$ cat src/rtl/tmr_pkg.sv
package tmr_pkg;
  localparam int ADR_T0_LO = 0;
  localparam int ADR_T0_HI = 1;
  localparam int ADR_T1_LO = 2;
  localparam int ADR_T1_HI = 3;
  localparam int ADR_MODE  = 4;
  localparam int ADR_CTRL  = 5;

  typedef enum logic [1:0] {
    M_13BIT   = 2'b00,
    M_16BIT   = 2'b01,
    M_RELOAD8 = 2'b10,
    M_SPLIT   = 2'b11
  } tmr_mode_e;

  typedef struct packed {
    logic      gate;
    logic      ext;
    tmr_mode_e mode;
  } tmr_cfg_t;
endpackage

$ cat src/rtl/tmr_prescale.sv
module tmr_prescale #(
  parameter int DIV = 12
) (
  input  logic clk,
  input  logic rst_n,
  output logic tick
);
  localparam int CW = (DIV > 2) ? $clog2(DIV) : 1;

  logic [CW-1:0] cnt_q, cnt_n;

  assign tick = (cnt_q == CW'(DIV - 1));

  always_comb begin
    cnt_n = tick ? '0 : cnt_q + CW'(1);
  end

  always_ff @(posedge clk or negedge rst_n) begin
    if (!rst_n) cnt_q <= '0;
    else        cnt_q <= cnt_n;
  end
endmodule

$ cat src/rtl/tmr_pin_sync.sv
module tmr_pin_sync #(
  parameter int W      = 4,
  parameter int STAGES = 1
) (
  input  logic         clk,
  input  logic         rst_n,
  input  logic [W-1:0] din,
  output logic [W-1:0] level
);
  logic [W-1:0] stg_q [STAGES];

  always_ff @(posedge clk or negedge rst_n) begin
    if (!rst_n) begin
      for (int i = 0; i < STAGES; i++) stg_q[i] <= '0;
    end else begin
      stg_q[0] <= din;
      for (int i = 1; i < STAGES; i++) stg_q[i] <= stg_q[i-1];
    end
  end

  assign level = stg_q[STAGES-1];
endmodule

$ cat src/rtl/tmr_core.sv
module tmr_core
  import tmr_pkg::*;
#(
  parameter bit SPLIT_OK = 1'b0
) (
  input  logic        clk,
  input  logic        rst_n,
  input  tmr_mode_e   mode,
  input  logic        inc,
  input  logic        inc_hi,
  input  logic        wr_lo,
  input  logic        wr_hi,
  input  logic [7:0]  wdata,
  output logic [15:0] cnt,
  output logic        ov_a,
  output logic        ov_b
);
  logic [7:0]  lo_q, hi_q, lo_n, hi_n;
  logic [13:0] sum13;
  logic [16:0] sum16;
  logic        wr_any;

  assign wr_any = wr_lo | wr_hi;
  assign cnt    = {hi_q, lo_q};

  always_comb begin
    lo_n  = lo_q;
    hi_n  = hi_q;
    ov_a  = 1'b0;
    ov_b  = 1'b0;
    sum13 = {1'b0, hi_q, lo_q[4:0]} + 14'd1;
    sum16 = {1'b0, hi_q, lo_q} + 17'd1;
    case (mode)
      M_13BIT: if (inc && !wr_any) begin
        hi_n = sum13[12:5];
        lo_n = {lo_q[7:5], sum13[4:0]};
        ov_a = sum13[13];
      end
      M_16BIT: if (inc && !wr_any) begin
        {hi_n, lo_n} = sum16[15:0];
        ov_a = sum16[16];
      end
      M_RELOAD8: if (inc && !wr_any) begin
        if (&lo_q) begin
          lo_n = hi_q;
          ov_a = 1'b1;
        end else begin
          lo_n = lo_q + 8'd1;
        end
      end
      default: if (SPLIT_OK) begin
        if (inc && !wr_lo) begin
          lo_n = lo_q + 8'd1;
          ov_a = &lo_q;
        end
        if (inc_hi && !wr_hi) begin
          hi_n = hi_q + 8'd1;
          ov_b = &hi_q;
        end
      end
    endcase
    if (wr_lo) lo_n = wdata;
    if (wr_hi) hi_n = wdata;
  end

  always_ff @(posedge clk or negedge rst_n) begin
    if (!rst_n) begin
      lo_q <= '0;
      hi_q <= '0;
    end else begin
      lo_q <= lo_n;
      hi_q <= hi_n;
    end
  end
endmodule

$ cat src/rtl/dual_tmr_ctr.sv
module dual_tmr_ctr
  import tmr_pkg::*;
#(
  parameter int AW          = 3,
  parameter int DIV         = 12,
  parameter int SYNC_STAGES = 1
) (
  input  logic          clk,
  input  logic          rst_n,
  input  logic [AW-1:0] sfr_addr,
  input  logic [7:0]    sfr_wdata,
  input  logic          sfr_we,
  input  logic          sfr_re,
  output logic [7:0]    sfr_rdata,
  input  logic [1:0]    cnt_pin,
  input  logic [1:0]    gate_pin,
  input  logic [1:0]    flag_ack,
  output logic [1:0]    ovf_irq,
  output logic          baud_tick
);
  localparam int NT = 2;

  logic [1:0]    rs_q;
  logic          rst_q_n;
  logic          tick;
  logic [3:0]    pin_lvl;
  logic [NT-1:0] cnt_lvl, gate_lvl, prev_q, fall;
  logic [7:0]    mode_q, mode_n;
  logic [NT-1:0] run_q, run_n, flag_q, flag_n, irq_q, set;
  logic          baud_q;
  logic [NT-1:0] wr_lo, wr_hi, open, inc, inc_hi, ov_a, ov_b;
  logic          wr_mode, wr_ctrl;
  tmr_cfg_t      cfg  [NT];
  logic [15:0]   tcnt [NT];

  // reset: asserted asynchronously, released on the clock
  always_ff @(posedge clk or negedge rst_n) begin
    if (!rst_n) rs_q <= 2'b00;
    else        rs_q <= {rs_q[0], 1'b1};
  end
  assign rst_q_n = rs_q[1];

  tmr_prescale #(.DIV(DIV)) u_pre (
    .clk(clk), .rst_n(rst_q_n), .tick(tick)
  );

  tmr_pin_sync #(.W(4), .STAGES(SYNC_STAGES)) u_sync (
    .clk(clk), .rst_n(rst_q_n), .din({gate_pin, cnt_pin}), .level(pin_lvl)
  );
  assign cnt_lvl  = pin_lvl[1:0];
  assign gate_lvl = pin_lvl[3:2];
  assign fall     = prev_q & ~cnt_lvl;

  // register decode
  always_comb begin
    wr_lo[0] = sfr_we && (sfr_addr == AW'(ADR_T0_LO));
    wr_hi[0] = sfr_we && (sfr_addr == AW'(ADR_T0_HI));
    wr_lo[1] = sfr_we && (sfr_addr == AW'(ADR_T1_LO));
    wr_hi[1] = sfr_we && (sfr_addr == AW'(ADR_T1_HI));
    wr_mode  = sfr_we && (sfr_addr == AW'(ADR_MODE));
    wr_ctrl  = sfr_we && (sfr_addr == AW'(ADR_CTRL));
  end

  // count enables
  always_comb begin
    for (int i = 0; i < NT; i++) begin
      cfg[i]  = tmr_cfg_t'(mode_q[4*i +: 4]);
      open[i] = run_q[i] & (~cfg[i].gate | gate_lvl[i]);
      inc[i]  = open[i] & (cfg[i].ext ? fall[i] : tick);
    end
    inc_hi[0] = run_q[1] & tick;
    inc_hi[1] = 1'b0;
  end

  for (genvar i = 0; i < NT; i++) begin : g_tmr
    tmr_core #(.SPLIT_OK(i == 0)) u_core (
      .clk(clk), .rst_n(rst_q_n), .mode(cfg[i].mode),
      .inc(inc[i]), .inc_hi(inc_hi[i]),
      .wr_lo(wr_lo[i]), .wr_hi(wr_hi[i]), .wdata(sfr_wdata),
      .cnt(tcnt[i]), .ov_a(ov_a[i]), .ov_b(ov_b[i])
    );
  end

  // flag sources and control next state
  always_comb begin
    set[0] = ov_a[0];
    set[1] = (cfg[0].mode == M_SPLIT) ? ov_b[0] : (ov_a[1] | ov_b[1]);
    run_n  = run_q;
    flag_n = flag_q;
    mode_n = wr_mode ? sfr_wdata : mode_q;
    for (int i = 0; i < NT; i++) begin
      if (set[i])           flag_n[i] = 1'b1;
      else if (flag_ack[i]) flag_n[i] = 1'b0;
    end
    if (wr_ctrl) begin
      run_n  = {sfr_wdata[2], sfr_wdata[0]};
      flag_n = {sfr_wdata[3], sfr_wdata[1]};
    end
  end

  always_ff @(posedge clk or negedge rst_q_n) begin
    if (!rst_q_n) begin
      prev_q <= '0;
      mode_q <= '0;
      run_q  <= '0;
      flag_q <= '0;
      irq_q  <= '0;
      baud_q <= 1'b0;
    end else begin
      prev_q <= cnt_lvl;
      mode_q <= mode_n;
      run_q  <= run_n;
      flag_q <= flag_n;
      irq_q  <= set;
      baud_q <= ov_a[1];
    end
  end

  assign ovf_irq   = irq_q;
  assign baud_tick = baud_q;

  // read mux
  always_comb begin
    sfr_rdata = 8'h00;
    if (sfr_re) begin
      case (sfr_addr)
        AW'(ADR_T0_LO): sfr_rdata = tcnt[0][7:0];
        AW'(ADR_T0_HI): sfr_rdata = tcnt[0][15:8];
        AW'(ADR_T1_LO): sfr_rdata = tcnt[1][7:0];
        AW'(ADR_T1_HI): sfr_rdata = tcnt[1][15:8];
        AW'(ADR_MODE):  sfr_rdata = mode_q;
        AW'(ADR_CTRL):  sfr_rdata = {4'h0, flag_q[1], run_q[1], flag_q[0], run_q[0]};
        default:        sfr_rdata = 8'h00;
      endcase
    end
  end
endmodule

$ cat config.mk
export PLATFORM = sky130hd
export DESIGN_NAME = dual_tmr_ctr
export DESIGN_NICKNAME = d
export VERILOG_FILES = /design/src/rtl/tmr_pkg.sv /design/src/rtl/tmr_prescale.sv /design/src/rtl/tmr_pin_sync.sv /design/src/rtl/tmr_core.sv /design/src/rtl/dual_tmr_ctr.sv
export SDC_FILE = /design/constraint.sdc
export NUM_CORES = 1
export LEC_CHECK = 0
export BUFFER_PORTS_ARGS = -buffer_cell sky130_fd_sc_hd__buf_2
export CORE_AREA = 2 2 107 109
export DETAILED_ROUTE_END_ITERATION = 10
export DIE_AREA = 0 0 109 111
export GPL_TIMING_DRIVEN = 0
export PLACE_DENSITY = 0.62
export SLEW_MARGIN = 0
export SYNTH_ARGS = -nofsm -noshare
export SYNTH_HDL_FRONTEND = slang
export SYNTH_SLANG_ARGS = --single-unit
$ cat constraint.sdc
create_clock -name clk -period 1.8 [get_ports clk]
set_input_delay 0.27 -clock clk [delete_from_list [all_inputs] [get_ports clk]]
set_output_delay 0.27 -clock clk [all_outputs]
set_load 0.005 [all_outputs]
==> summary.md <==
| Metric | Value |
|---|---|
| DR vias/cell | 6.35 |
| PwrDens | 1280 nW/um^2 |
| Initial antenna violation count | 0 |
| Worst slew pin tran | 0.932 ns |
| CTS root buffer | clkbuf_16 |
| Routed Wire Length | 16900 um |
| Clock skew | 0.00601 ns |
| Worst path bufs/invs | 1 |
| Crit path cell chain | ha_4, and4bb_2, o211a_4, buf_4, a22o_4, mux2i_1, a31oi_2 |
| Reg-to-reg endpoint | g_tmr[0].u_core.hi_q[1]$_DFFE_PN0P_ |
| Clk slew on worst S/H paths | 0.06 ns |
| All-Layer GR Usage | 0.270 |
| Critical Path RT | 2.00 ns |
| Drt drc | 0 |
| DRT iter0 DRCs | 471 |
| RR Startpoint | u_pre.cnt_q[0]$_DFF_PN0_ |
| Failing checks | negative setup slack |
| Crit. Startpoint | u_pre.cnt_q[0]$_DFF_PN0_ |
| Dpl hpwl | 10500 um |
| Synth top area share | 0.337 |
| # rows | 39 |
| Slowest-stage cell, CP | dfrtp_1 |
| Clk_lat worst skew | 0.34 ns |
| CTS max path bufs | 2 |
| Largest cells by area after synthesis | dfrtp_1 34%, o21ai_0 4.9%, nand2_1 4.5%, ha_1 3.4%, nor2_1 2.5% |
| Core region area | 11100 um^2 |
| Hold WS | 0.0353 ns |
| WP data arrival | 2.29 ns |
| CP startpoint kind | register |
| H-tree Lvls | 3 |
| Drt wl/cell | 21.9 um |
| Die width | 109 um |
| CTS tree | yes |
| CTS buffer count | 9 |
| Hold path depth | 1 |
| Highest clock rate | 0.479 GHz |
| Largest net degree at the start of global routing | 41 |
| Min-Delay Path Class | primary input to register |
| Worst setup margin | -0.286 ns |
| Die area | 12100 um^2 |
| Initial Utilization | 0.396 |
| Setup CP Type | register to register |
| Max-cap violations | 0 |
| Ports | 32 |
| Slew margin rel. | 0.376 |
| Ant. Diodes | 0 |
| Final period util | 1.16 |
| Final Hold Viols | 0 |
| Synthesized area | 4380 um^2 |
| CP delay by family, top | compound AO/OA/AOI/OAI gates |
| Total nets after synthesis | 539 |
| Number of synthesis warnings | 0 |
| Remaining antenna violation count | 0 |
| Port Buf Inserts | 31 |
| Static Leak | 0.00256 uW |
| Seq/Total Area, Yosys | 0.337 |
| Maximum vdd drop | 769 uV |
| Critical path's largest stage delay | 0.42 ns |
| Worst hold endpoint | u_sync.level[3]$_DFF_PN0_ |
| Post-layout min period | 2.09 ns |
| Dominant synthesized flop cell | dfrtp_1 |
| Cell accounting for the most synthesized area | dfrtp_1 |
| Number of synthesized flops with an enable pin | 0 |
| Share of layout cells above drive strength 1 | 0.439 |
| FF-to-FF path depth | 7 |
| Cell count after synthesis | 506 |
| Vias in the first global route | 4628 |
| Min-delay src | gate_pin[1] |
| Post-route cell area | 6460 um^2 |
| Status | finished, violations left |
| Avg Inst Size Synth | 8.66 um^2 |
| Via Count | 4890 |
| Final Max Tran Viols | 0 |
| Crit Path Max Fanout | 5 |
| Drt pass-1 iters | 5 |
| Sink Count | 59 |
| Setup_tns | -4.34 ns |
| RSZ-0062 raised after global routing | true |
| R2R setup slack | -0.29 ns |
| Distinct cells, synth | 79 |
| CP Capture Type | register |
| Final number of setup-violating endpoints | 39 |
| Async S/R FF share, synth | 1.00 |
| Die height | 111 um |
| Grt total ovfl | 0 |
| First-pass GRT wire length | 25000 um |
| Flops & latches, synth | 59 |
| Nets@finish | 655 |
| Placed cell area | 4880 um^2 |
| Area growth syn-to-layout | 47.3% |
| Routability cong. | 0.987 |
## sequential cells by signal, indices dropped and copies added, names as in the netlist
register           count
baud_tick              1
flag_q                 2
g_tmr.u_core.hi_q     16
g_tmr.u_core.lo_q     16
mode_q                 8
ovf_irq                2
prev_q                 2
rs_q                   2
run_q                  2
u_pre.cnt_q            4
u_sync.level           4
## Yosys cell counts (all sizes together) (4+ instances only)
master	number
nor2	29
o211a	6
and2	5
a21boi	4
nand4	6
o22ai	8
a221o	5
inv	14
a211oi	5
o31ai	8
nand3	18
a22oi	7
a21oi	15
a221oi	6
nor4	7
or4	4
nor2b	7
xnor2	7
or2	4
o21ai	48
a31oi	15
nand2b	4
buf	13
mux2i	10
ha	12
nor3	19
clkbuf	20
mux2	7
a211o	4
and4	4
and3	7
nand2	53
xor2	4
dfrtp	59
## worst register-to-register path, cell delays in order (launching register included)
cell      delay, ns
dfrtp_1        0.42
ha_4           0.18
and4bb_2       0.27
o211a_4        0.25
buf_4          0.15
a22o_4         0.31
mux2i_1        0.24
a31oi_2        0.13
## power breakdown
group / switching [uW] / internal [uW]
registers: 560 / 1720
clock network: 655 / 1110
logic: 2190 / 1990
total: 3410 / 4820
## placed cells by master, fill, tap and decap left out, drive strengths merged, types with 8 or more instances in the layout
| cell | synthesis | layout |
|---|---|---|
| a21oi | 15 | 15 |
| a31oi | 15 | 15 |
| buf | 13 | 123 |
| clkbuf | 20 | 25 |
| dfrtp | 59 | 59 |
| ha | 12 | 12 |
| inv | 14 | 13 |
| mux2i | 10 | 10 |
| nand2 | 53 | 53 |
| nand3 | 18 | 18 |
| nor2 | 29 | 29 |
| nor3 | 19 | 19 |
| o21ai | 48 | 48 |
| o22ai | 8 | 8 |
| o31ai | 8 | 8 |
## worst max path at each step
stage	to	slack, ns	cells after the start
final	g_tmr[0].u_core.hi_q[1]$_DFFE_PN0P_	-0.29	7
after global routing	g_tmr[0].u_core.hi_q[6]$_DFFE_PN0P_	-0.33	7
after CTS	sfr_rdata[7]	-0.23	5
after detailed placement	sfr_rdata[1]	-0.49	8
after global placement	g_tmr[0].u_core.hi_q[3]$_DFFE_PN0P_	-0.69	0
after floorplan	g_tmr[1].u_core.lo_q[0]$_DFFE_PN0P_	-0.09	6
## cell type report
type / count / area (um^2)
sequential: 59 / 1500
inverter: 14 / 61.3
clock inverter: 5 / 62.6
multi-input combinational: 400 / 3350
buffer: 26 / 233
fill: 901 / 4620
tap: 143 / 179
clock buffer: 11 / 243
timing repair buffer: 112 / 823
## stage by stage
step,instances,util,setup WS [ns],total power (uW)
6_report,770,0.583,-0.286,8230
5_1_grt,770,0.583,-0.328,8610
4_1_cts,736,0.537,-0.228,7410
3_5_place_dp,681,0.441,-0.488,4790
3_3_place_gp,680,0.439,-0.694,4730
2_1_floorplan,506,-,-0.0932,3980
## kinds of logic (layout without fill, tap and decap cells)
group	Yosys count	count (layout)	share of synthesized area
simple gates	191	191	0.239
compound gates	165	165	0.265
flops	59	59	0.337
buf+inv	47	168	0.0457
mux	20	20	0.0562
fa+ha+maj	12	12	0.0342
xor+xnor	11	11	0.0220
other cells	1	1	0.000855
## what timing repair did
action,CTS,global route
pin swaps,47,38
endpoints found under the setup margin,44,43
setup buffers,45,36
gates resized for setup,127,65
hold buffers,1,0
endpoints found under the hold margin,2,0
## routing by layer
metal,up-vias,share of wire,track usage
met5,-,0,0
met3,69,0.097,0.0823
li1,2169,-,-
met1,2344,0.39,0.347
met2,308,0.48,0.422
met4,0,0.039,0.106
Note: power is estimated with default switching activity, not from simulation.
